### src/rtl/dsq_pkg.sv
package dsq_pkg;

    typedef enum logic [1:0] {
        PH_AZ  = 2'd0,
        PH_INT = 2'd1,
        PH_DE  = 2'd2,
        PH_ZI  = 2'd3
    } phase_t;

    function automatic int unsigned max2(input int unsigned a, input int unsigned b);
        return (a > b) ? a : b;
    endfunction

endpackage

### src/rtl/dsq_bcd_decade.sv
module dsq_bcd_decade (
    input  logic       clk_i,
    input  logic       rst_ni,
    input  logic       clr_i,
    input  logic       inc_i,
    output logic [3:0] digit_o,
    output logic       carry_o
);
    logic [3:0] digit_d, digit_q;

    always_comb begin
        digit_d = digit_q;
        if (clr_i) begin
            digit_d = 4'd0;
        end else if (inc_i) begin
            digit_d = (digit_q == 4'd9) ? 4'd0 : digit_q + 4'd1;
        end
    end

    always_ff @(posedge clk_i) begin
        if (!rst_ni) digit_q <= 4'd0;
        else         digit_q <= digit_d;
    end

    assign digit_o = digit_q;
    assign carry_o = inc_i && (digit_q == 4'd9);
endmodule

### src/rtl/dsq_bcd_counter.sv
module dsq_bcd_counter #(
    parameter int unsigned DIGITS = 5
) (
    input  logic                  clk_i,
    input  logic                  rst_ni,
    input  logic                  clr_i,
    input  logic                  inc_i,
    output logic [4*DIGITS-1:0]   count_o
);
    logic [DIGITS:0] carry;

    assign carry[0] = inc_i;

    for (genvar g = 0; g < DIGITS; g++) begin : g_decade
        dsq_bcd_decade u_dec (
            .clk_i   (clk_i),
            .rst_ni  (rst_ni),
            .clr_i   (clr_i),
            .inc_i   (carry[g]),
            .digit_o (count_o[4*g +: 4]),
            .carry_o (carry[g+1])
        );
    end
endmodule

### src/rtl/dsq_sequencer.sv
module dsq_sequencer
    import dsq_pkg::*;
#(
    parameter int unsigned AZ_CLKS    = 100,
    parameter int unsigned INT_CLKS   = 10000,
    parameter int unsigned FULL_SCALE = 20000,
    parameter int unsigned UR_LIMIT   = 1800,
    parameter int unsigned ZI_NORM    = 150,
    parameter int unsigned ZI_OVR     = 6200,
    parameter int unsigned DIGITS     = 5
) (
    input  logic                clk_i,
    input  logic                rst_ni,
    input  logic                run_i,
    input  logic                cmp_i,
    output logic [3:0]          phase_o,
    output logic                busy_o,
    output logic                pol_o,
    output logic                ovr_o,
    output logic                unr_o,
    output logic [4*DIGITS-1:0] result_o
);
    localparam int unsigned MAXV = max2(max2(AZ_CLKS, INT_CLKS), max2(FULL_SCALE, max2(ZI_NORM, ZI_OVR)));
    localparam int unsigned TW   = $clog2(MAXV + 1);

    localparam logic [TW-1:0] AZ_LAST   = TW'(AZ_CLKS - 1);
    localparam logic [TW-1:0] INT_LAST  = TW'(INT_CLKS - 1);
    localparam logic [TW-1:0] FS_CNT    = TW'(FULL_SCALE);
    localparam logic [TW-1:0] UR_CNT    = TW'(UR_LIMIT);
    localparam logic [TW-1:0] ZIN_LAST  = TW'(ZI_NORM - 1);
    localparam logic [TW-1:0] ZIO_LAST  = TW'(ZI_OVR - 1);

    typedef struct packed {
        phase_t                phase;
        logic [TW-1:0]         tmr;
        logic                  pol;
        logic                  zi_long;
        logic                  ovr;
        logic                  unr;
        logic [4*DIGITS-1:0]   res;
    } state_t;

    state_t s_d, s_q;

    logic                cnt_clr;
    logic                cnt_inc;
    logic [4*DIGITS-1:0] cnt_bcd;

    dsq_bcd_counter #(.DIGITS(DIGITS)) u_cnt (
        .clk_i   (clk_i),
        .rst_ni  (rst_ni),
        .clr_i   (cnt_clr),
        .inc_i   (cnt_inc),
        .count_o (cnt_bcd)
    );

    always_comb begin
        s_d     = s_q;
        cnt_clr = 1'b0;
        cnt_inc = 1'b0;
        unique case (s_q.phase)
            PH_AZ: begin
                if (s_q.tmr != AZ_LAST) begin
                    s_d.tmr = s_q.tmr + 1'b1;
                end else if (run_i) begin
                    s_d.phase = PH_INT;
                    s_d.tmr   = '0;
                end
            end
            PH_INT: begin
                cnt_clr = 1'b1;
                if (s_q.tmr == INT_LAST) begin
                    s_d.phase = PH_DE;
                    s_d.tmr   = '0;
                    s_d.pol   = cmp_i;
                end else begin
                    s_d.tmr = s_q.tmr + 1'b1;
                end
            end
            PH_DE: begin
                if (cmp_i != s_q.pol) begin
                    s_d.phase   = PH_ZI;
                    s_d.tmr     = '0;
                    s_d.res     = cnt_bcd;
                    s_d.ovr     = 1'b0;
                    s_d.unr     = (s_q.tmr < UR_CNT);
                    s_d.zi_long = 1'b0;
                end else if (s_q.tmr == FS_CNT) begin
                    s_d.phase   = PH_ZI;
                    s_d.tmr     = '0;
                    s_d.res     = cnt_bcd;
                    s_d.ovr     = 1'b1;
                    s_d.unr     = 1'b0;
                    s_d.zi_long = 1'b1;
                end else begin
                    s_d.tmr = s_q.tmr + 1'b1;
                    cnt_inc = 1'b1;
                end
            end
            PH_ZI: begin
                if (s_q.tmr == (s_q.zi_long ? ZIO_LAST : ZIN_LAST)) begin
                    s_d.phase = PH_AZ;
                    s_d.tmr   = '0;
                end else begin
                    s_d.tmr = s_q.tmr + 1'b1;
                end
            end
            default: s_d.phase = PH_AZ;
        endcase
    end

    always_ff @(posedge clk_i) begin
        if (!rst_ni) begin
            s_q <= '{phase: PH_AZ, tmr: '0, pol: 1'b0, zi_long: 1'b0,
                     ovr: 1'b0, unr: 1'b0, res: '0};
        end else begin
            s_q <= s_d;
        end
    end

    assign phase_o  = 4'(1) << s_q.phase;
    assign busy_o   = (s_q.phase == PH_INT) || (s_q.phase == PH_DE);
    assign pol_o    = s_q.pol;
    assign ovr_o    = s_q.ovr;
    assign unr_o    = s_q.unr;
    assign result_o = s_q.res;
endmodule

### config.mk
export PLATFORM = sky130hd
export DESIGN_NAME = dsq_sequencer
export DESIGN_NICKNAME = d
export VERILOG_FILES = /design/src/rtl/dsq_pkg.sv /design/src/rtl/dsq_bcd_decade.sv /design/src/rtl/dsq_bcd_counter.sv /design/src/rtl/dsq_sequencer.sv
export SDC_FILE = /design/constraint.sdc
export NUM_CORES = 1
export LEC_CHECK = 0
export BUFFER_PORTS_ARGS = -buffer_cell sky130_fd_sc_hd__buf_2
export CORE_MARGIN = 3
export CORE_UTILIZATION = 35
export CTS_BUF_LIST = sky130_fd_sc_hd__clkbuf_4 sky130_fd_sc_hd__clkbuf_8 sky130_fd_sc_hd__clkbuf_16
export DETAILED_ROUTE_END_ITERATION = 10
export HOLD_SLACK_MARGIN = 0.08
export PLACE_DENSITY = 0.49
export SETUP_SLACK_MARGIN = 0.1
export SYNTH_ARGS = -nofsm -noshare
export SYNTH_HDL_FRONTEND = slang
export SYNTH_SLANG_ARGS = --single-unit
### constraint.sdc
create_clock -name clk_i -period 3.05 [get_ports clk_i]
set_input_delay 0 -clock clk_i [delete_from_list [all_inputs] [get_ports clk_i]]
set_output_delay 0 -clock clk_i [all_outputs]
set_load 0.005 [all_outputs]
Word level (Yosys, flattened, before mapping)

Cells that the tools add are included.
Widths: inputs -> output; s select.

Output and inout port bits: 28
Register bits: 61
Bits of input ports: 4
Logic and storage cells: 74

Equality and inequality tests: 19
Magnitude comparators: 1
Reductions and logical operators: 11
$add $sub $neg: 6
Muxes and demuxes: 23
Shift operators: 1
Bitwise logic cells: 1

Operators with widths:

| operator              | number |
|---|---|
| $pmux 17 s4           | 1 |
| $mux 15               | 4 |
| $mux 23               | 2 |
| $mux 17               | 2 |
| $add 4x1->4 const B   | 5 |
| $eq 4x4->1 const B    | 5 |
| $mux 4                | 5 |
| $add 15x1->15 const B | 1 |
| $eq 15x13->1          | 1 |
| $eq 15x14->1 const B  | 1 |
| $eq 15x15->1 const B  | 1 |
| $lt 15x11->1 const B  | 1 |
| $ne 15x7->1 const B   | 1 |
| $mux 13               | 1 |
| $mux 2                | 4 |
| $ne 2x2->1 const B    | 4 |
| $ne 3x3->1 const B    | 2 |
| $reduce_and 5->1      | 1 |
| $eq 2x2->1 const B    | 2 |
| $logic_and 1x1->1     | 4 |
| $mux 1                | 4 |
| $reduce_and 2->1      | 2 |
| $shl 1x2->4 const A   | 1 |
| $eq 2x1->1 const B    | 1 |
| 6 further kinds       | 6 |

Depth between registers and ports, before layout

Gate-level depths: netlist of run 1.

Word-level depth: 8
Gate-level depth with buffers: 10
Depth with buffers taken out: 7

By module

A second synthesis of run 1 with hierarchy kept.

Cells, all modules: 352
Area, all modules: 3111.7 um2

By module, submodules not included:

| module         | instances | sequential area each (um2) | area each (um2) | cells each |
|---|---|---|---|---|
| dsq_sequencer  | 1         | 800.8                      | 2173.3          | 247 |
| dsq_bcd_decade | 5         | 80.1                       | 187.7           | 21 |

Worst setup path before layout of run 1

Ideal clock, no wire load.

Path type: register to register
From: register s_q[24] (netlist name)
To: register s_q[39] (netlist name)
Required time: 2934 ps
Path buffers: 1
Arrival time: 2191 ps
Path slack: 743 ps
Clock period less this slack: 2307 ps
Setup time: 116 ps
Cell stages (with the launch flop): 9
Path through: dfxtp_1 > inv_1 > ha_1 > or4bb_1 > or4_1 > buf_2 > a22o_4 > or4_1 > o211a_1

Word-level cells in the longest chain between the ends: 3
Elaborated cells between the ends (all ways): 9
Those cells by class: 8 x eq/ne; 1 x reduce/logical

RTL lines:

| item                                                      | RTL line             | RTL |
|---|---|---|
| from (decl)                                               | dsq_sequencer.sv:43  | `state_t s_d, s_q;` |
| from (signal assigned)                                    | dsq_sequencer.sv:114 | `s_q <= '{phase: PH_AZ, tmr: '0, pol: 1'b0, zi_long: 1'b0,` |
| $eq 15x15->1 (tied with other cells)                      | dsq_sequencer.sv:88  | `end else if (s_q.tmr == FS_CNT) begin` |
| $ne 3x3->1 (no line) / $ne 2x2->1 (equally long branches) | -                    |  |
| $reduce_and 5->1 (no line) (*)                            | -                    |  |

Every way passes the cells marked *; elsewhere a longest branch is shown, timed or not.
A chain may end at the register's enable or synchronous reset.

Final worst setup path of run 1

Same ends and word-level chain as after synthesis.

==> results of run 1 <==
worst max path at each step:
stage                 start                                 end  cells past startpoint  slack (ns)
floorplan           s_q[24]                             s_q[39]                      8        0.74
global placement    s_q[24]                             s_q[39]                      7        0.63
detailed placement  s_q[24]                             s_q[39]                      7        0.59
CTS                 s_q[24]                             s_q[39]                      7        0.57
global route        s_q[39]  u_cnt.g_decade[3].u_dec.digit_o[3]                      7        0.35
finish              s_q[24]                             s_q[39]                      7        0.57
registers in the layout (all words and copies together), names as in the netlist:
signal and count:
pol_o 1, result_o 20, s_q 18, u_cnt.g_decade.u_dec.digit_o 20, unr_o 1
report_power, final:
part | total [uW] | internal [uW] | switching (uW)
sequential | 792 | 787 | 5.08
clock | 644 | 332 | 312
combinational | 40.9 | 16.4 | 24.5
cells in the mapped netlist, drive strengths merged (2+ instances only):
cell | instances | share of area
dfxtp | 60 | 0.39
nor2 | 33 | 0.040
buf | 26 | 0.066
mux2i | 26 | 0.084
nor2b | 26 | 0.052
nand2 | 18 | 0.022
xor2 | 14 | 0.040
inv | 13 | 0.016
nand4 | 11 | 0.022
clkbuf | 10 | 0.012
a21oi | 9 | 0.015
nand3 | 9 | 0.015
nand2b | 8 | 0.016
xnor2 | 8 | 0.023
o21ai | 7 | 0.011
ha | 6 | 0.024
and3 | 5 | 0.010
nor3 | 5 | 0.0081
nand4b | 4 | 0.011
nor4 | 4 | 0.0081
o211a | 4 | 0.013
a31o | 3 | 0.0085
nor3b | 3 | 0.0073
o31ai | 3 | 0.012
or3b | 3 | 0.0085
and2 | 2 | 0.0040
and4 | 2 | 0.0056
nor4b | 2 | 0.0056
o21a | 2 | 0.0048
or3 | 2 | 0.0040
or4 | 2 | 0.0048
kinds of logic (layout without fill, tap and decap cells):
logic type,Yosys count,after routing,synth area share
and+or+nand+nor,143,143,0.257
DFF,60,60,0.387
buffers and inverters,49,64,0.0935
AOI/OAI and AO/OA,37,37,0.0923
muxes,26,26,0.0839
xor gates and xnor gates,22,22,0.0621
adders and majority gates,6,6,0.0242
per-layer routing:
metal  global-route usage  share of wire  up-vias  wire [um]
li1                     -              -     1187          -
met4               0.0746          0.020        0        122
met3               0.0306          0.049       11        305
met2                0.183           0.40       42       2490
met1                0.193           0.53     1044       3280
met5                    0              0        -          0
tightest hold or removal path: stages:
cell,delay (ns)
buf_2,0.25
nand2_1,0.11
a21oi_1,0.04
through the flow:
step | power (uW) | hold WS [ns]
after global placement | 849 | 0.403
after detailed placement | 849 | 0.403
final | 1480 | 0.113
after CTS | 1510 | 0.0973
after floorplan | 837 | 0.235
after global routing | 1550 | 0.151
layout make-up:
class	count	area share
inverter	13	0.0145
tap	105	0.0391
clock buffer	12	0.0454
timing repair buffer	35	0.0566
clock inverter	4	0.00745
sequential	60	0.357
multi-input combinational	234	0.480
timing repair:
| action | CTS | global route |
|---|---|---|
| resized for setup | 0 | 0 |
| hold buffers | 2 | 0 |
| endpoints found under the hold margin | 4 | 0 |
| setup endpoints to repair | 0 | 0 |
cells in the final DEF (no fill, tap or decap), types with 3 or more instances in the layout:
| cell type | synthesis | routed |
|---|---|---|
| dfxtp_1 | 60 | 60 |
| nor2_1 | 33 | 33 |
| buf_2 | 1 | 31 |
| mux2i_1 | 26 | 26 |
| nor2b_1 | 26 | 26 |
| nand2_1 | 18 | 18 |
| xor2_1 | 14 | 14 |
| inv_1 | 13 | 13 |
| nand4_1 | 11 | 11 |
| clkbuf_8 | 0 | 10 |
| nand3_1 | 9 | 9 |
| a21oi_1 | 9 | 9 |
| nand2b_1 | 8 | 8 |
| xnor2_1 | 8 | 8 |
| o21ai_0 | 7 | 7 |
| ha_1 | 6 | 6 |
| nor3_1 | 5 | 5 |
| and3_1 | 5 | 5 |
| nand4b_1 | 4 | 4 |
| nor4_1 | 4 | 4 |
| o211a_1 | 4 | 4 |
| nor3b_1 | 3 | 3 |
| a31o_2 | 3 | 3 |
| or3b_2 | 3 | 3 |
==> flow_summary.yaml, run 1 <==
setup_path:
  r2r_cells: 7
  cpPeakStageDelay_ns: 0.54
  path_buf_inv: 1
  cp.required_ns: 3.28
  arrival_ns: 2.72
  path_class: "flop to flop"
  reg2reg_from: "s_q[24]"
  cp_cell_sequence: "inv_1, ha_1, or4bb_1, or4_1, a22o_4, or4_1, o211a_1"
  r2r_end: "s_q[39]"
  worstSetupStartpointType: "flop"
  rrSetupSlack_ns: 0.57
  crit_family: "simple AND/OR/NAND/NOR gates"
  cp_common_cell: "or4_1"
  path_max_fanout: 6
  slowest_stage: "or4_1"
  worstSetupEndpointType: "flop"
clock_tree:
  clk_path_buf_depth: 2
  clock-root-buffer: "clkbuf_8"
  cts_buffers: 9
  htree_levels: 3
  cts_tree: "built"
  insertion_delay_ns: 0.34
  post_cts_buffers: 0
  clock-sinks: 60
  clkTransAtPathRegs_ns: 0.07
finish:
  drive_gt1_frac: 0.165
  final_cells: 463
  n_antenna_cell: 0
  final_area_mm2: 0.00336
  fillers: 896
  register_area_mm2: 0.00120
  area_growth_pct: 8.31
  num-nets-final: 363
  postLayoutCoreUtil: 0.399
  multi_input_area_mm2: 0.00161
min_path:
  hold_path.class: "primary input to flop"
  min_to: "s_q[22]"
  hold_path_depth: 3
  min_from: "rst_ni"
sta:
  timing.final.hold_violations: 0
  slew_headroom: 0.469
  finalMaxSlewViolations: 0
  skew_ns: 0.00839
  fmax_ghz: 0.403
  rsz0062_at_grt: "false"
  setup_tns_ns: 0
  finalWorstSetupSlack_ns: 0.568
  finalSetupViolations: 0
  min_period_over_period: 0.814
  fin_crit_ns: 2.48
  tightest_slew_ns: 0.789
global_routing:
  grt_overflow: 0
  grt_pass1_vias: 2179
  grt_pass1_wl_um: 10700
  track_usage: 0.134
  antenna_found_initial: 0
  grt_max_degree: 30
synth:
  ys_warn_count: 0
  synth_cell_types: 47
  synthFlopType: "dfxtp_1"
  synthCells: 343
  netlist_area_mm2: 0.00310
  synth_seq_cells: 60
  avgSynthCellArea_um2: 9.05
  ys_seq_area_frac: 0.387
  syn_nets: 353
  synth-edff-count: 0
  async_flop_share: 0
floorplan:
  fp-row-count: 33
  top_level_ports: 32
  core-area_mm2: 0.00842
  die_area_mm2: 0.0100
  start_util: 0.368
  die_h_um: 100
  chipWidth_um: 100
detailed_routing:
  vias: 2284
  antenna_left: 0
  wl_um: 6200
  drt_iter0_drc: 76
  viasPerCell: 4.93
  drcViolationCount: 0
  first_pass_iters: 4
  wl_per_cell_um: 13.4
place:
  place_congestion: 0.776
  portBuffers: 31
  placed_cells: 445
  dp.final_hpwl_um: 4310
  dpl-instance-area_mm2: 0.00316
  place_ws_ns: 0.587
job:
  cap_violations: 0
power:
  peakVddDrop_mv: 0.164
  p_per_area_mw_per_mm2: 439
  p_leak_uw: 0.00147
outcome:
  status: "finished clean"
No activity file was read; power rests on OpenSTA's default activity.
==> inputs of run 2 (changes only) <==
--- a/config.mk
+++ b/config.mk
@@ -5,6 +5,7 @@
 export SDC_FILE = /design/constraint.sdc
 export NUM_CORES = 1
 export LEC_CHECK = 0
+export ABC_AREA = 1
 export BUFFER_PORTS_ARGS = -buffer_cell sky130_fd_sc_hd__buf_2
 export CORE_MARGIN = 3
 export CORE_UTILIZATION = 35
==> constraint.sdc (replaced) <==
create_clock -name clk_i -period 2.3 [get_ports clk_i]
set_input_delay 0 -clock clk_i [delete_from_list [all_inputs] [get_ports clk_i]]
set_output_delay 0 -clock clk_i [all_outputs]
set_load 0.005 [all_outputs]
==> run 2 against run 1 <==
Effect of this change:
- clock power increased by 57%
- sequential power rose by 33%
- power grew 44%
- utilization grew 0.081 points
==> flow_summary.yaml, run 2 <==
global_routing:
  grt_pass1_wl_um: 12800
  antenna_found_initial: 0
  grt_max_degree: 36
  grt_overflow: 0
  grt_pass1_vias: 2696
  track_usage: 0.156
clock_tree:
  clk_path_buf_depth: 2
  htree_levels: 3
  cts_tree: "built"
  cts_hold_buf: 2
  clock-root-buffer: "clkbuf_8"
  post_cts_buffers: 0
  cts_buffers: 9
  cts_resized: 0
  clock-sinks: 60
  clkTransAtPathRegs_ns: 0.07
  insertion_delay_ns: 0.34
detailed_routing:
  drcViolationCount: 0
  viasPerCell: 4.79
  drt_iter0_drc: 88
  wl_um: 7390
  first_pass_iters: 4
  vias: 2705
  wl_per_cell_um: 13.1
  antenna_left: 0
floorplan:
  chipWidth_um: 103
  die_h_um: 103
  core-area_mm2: 0.00889
  fp-row-count: 34
  die_area_mm2: 0.0105
  top_level_ports: 32
  start_util: 0.367
place:
  place_congestion: 0.892
  portBuffers: 31
  placed_cells: 548
  dp.final_hpwl_um: 5540
outcome:
  status: "finished clean"
synth:
  synthCells: 438
  ys_seq_area_frac: 0.368
  synth-edff-count: 0
  syn_nets: 448
  synthTopCellsByArea: "dfxtp_1 37%, nand2_1 6.8%, nor2_1 6.0%"
  synth_top_area_share: 0.368
  yosys.area.top_type: "dfxtp_1"
  synth_seq_cells: 60
  synthFlopType: "dfxtp_1"
  yosysMostFrequentCell: "dfxtp_1"
  synth_common_cells: "60 x dfxtp_1, 59 x nand2_1, 52 x nor2_1, 49 x inv_1, 27 x o21ai_0"
  async_flop_share: 0
  avgSynthCellArea_um2: 7.45
  netlist_area_mm2: 0.00326
  ys_warn_count: 0
  synth_cell_types: 41
setup_path:
  worstSetupEndpointType: "flop"
  path_class: "flop to flop"
  r2r_end: "s_q[36]"
  r2r_cells: 12
  rrSetupSlack_ns: 0.41
  reg2reg_from: "s_q[24]"
  arrival_ns: 2.11
  worstSetupStartpointType: "flop"
  cp.required_ns: 2.52
  crit_start: "s_q[24]"
  path_max_fanout: 12
  cp-endpoint: "s_q[36]"
sta:
  fin_crit_ns: 1.89
  fmax_ghz: 0.530
  setup_tns_ns: 0
  slew_headroom: 0.726
  tightest_slew_ns: 0.410
  min_period_over_period: 0.820
  finalSetupViolations: 0
  finalMaxSlewViolations: 0
  rsz0062_at_grt: "false"
  timing.final.hold_violations: 0
  skew_ns: 0.0109
power:
  peakVddDrop_mv: 0.241
  p_leak_uw: 0.00145
  p_per_area_mw_per_mm2: 600
finish:
  final_cells: 565
  drive_gt1_frac: 0.201
  n_antenna_cell: 0
  final_common_cell: "dfxtp_1"
  final_cell_mix: "60 x dfxtp_1, 59 x nand2_1, 52 x nor2_1"
  area_growth_pct: 8.93
  num-nets-final: 463
min_path:
  hold_path.class: "primary input to flop"
job:
  cap_violations: 0
-- run 2: changes by cell type after synthesis, moves of 6 or more --
cell	change
a21oi_1	+17
nand2b_1	-8
nor2_2	+18
xnor2_1	-8
o21ai_0	+20
nand2_1	+41
nor3_1	+8
nor2_1	+19
inv_2	+6
nand3_1	+13
clkbuf_1	-9
inv_1	+36
mux2i_1	-26
nor2b_1	-26
-- run 2: power by group --
| group | switching, uW | internal (uW) | leakage [uW] |
|---|---|---|---|
| logic | 50.4 | 28.2 | 0.000868 |
| clock network | 422 | 583 | 0.000101 |
| registers | 5.30 | 1040 | 0.000484 |
| total | 478 | 1650 | 0.00145 |
-- run 2: worst min-delay path by stage --
| stage | from | to | depth (start not counted) |
|---|---|---|---|
| after floorplan | cmp_i | pol_o | 3 |
| final | run_i | s_q[25] | 6 |
| after detailed placement | rst_ni | unr_o | 3 |
| after global routing | run_i | s_q[25] | 6 |
| after global placement | rst_ni | unr_o | 3 |
| after CTS | run_i | s_q[25] | 6 |
-- run 2: worst max-delay path: stages (launching register included) --
cell	delay [ns]
dfxtp_1	0.39
ha_1	0.29
nand2_2	0.11
nor2_4	0.13
inv_2	0.05
nor3_2	0.10
nand2_1	0.11
nand2_1	0.09
nand3_2	0.10
nand2_2	0.09
nand2_4	0.07
nand2_4	0.18
nor2_1	0.06
-- run 2: cell families after synthesis --
| kind of cell | Yosys count | share of synthesized area |
|---|---|---|
| and+or+nand+nor | 203 | 0.313 |
| buffers and inverters | 88 | 0.142 |
| xor gates and xnor gates | 13 | 0.0406 |
| adders and majority gates | 6 | 0.0230 |
| DFF | 60 | 0.368 |
| AOI/OAI and AO/OA | 68 | 0.113 |
-- run 2: stage by stage --
stage          setup slack (ns)  instance area, um^2  hold WS (ns)  power [uW]  utilization
2_1_floorplan             0.671                 3260         0.221        1130            -
6_report                  0.414                 3550         0.119        2130        0.400
4_1_cts                   0.362                 3550         0.116        2170        0.400
3_5_place_dp              0.376                 3320         0.286        1150        0.374
5_1_grt                   0.156                 3550         0.169        2230        0.400
3_3_place_gp              0.410                 3320         0.285        1150        0.374
-- run 2: cell type report --
cell class / instances / area [um^2]
multi-input combinational: 290 / 1600
timing repair buffer: 35 / 190
clock buffer: 12 / 165
inverter: 57 / 219
sequential: 60 / 1200
clock inverter: 3 / 45.0
fill: 936 / 5340
tap: 108 / 135
-- run 2: routing by layer --
metal / global-route usage / wire, um
met1: 0.196 / 3480
met2: 0.256 / 3530
met3: 0.0487 / 249
met4: 0.0525 / 133
met5: 0 / 0
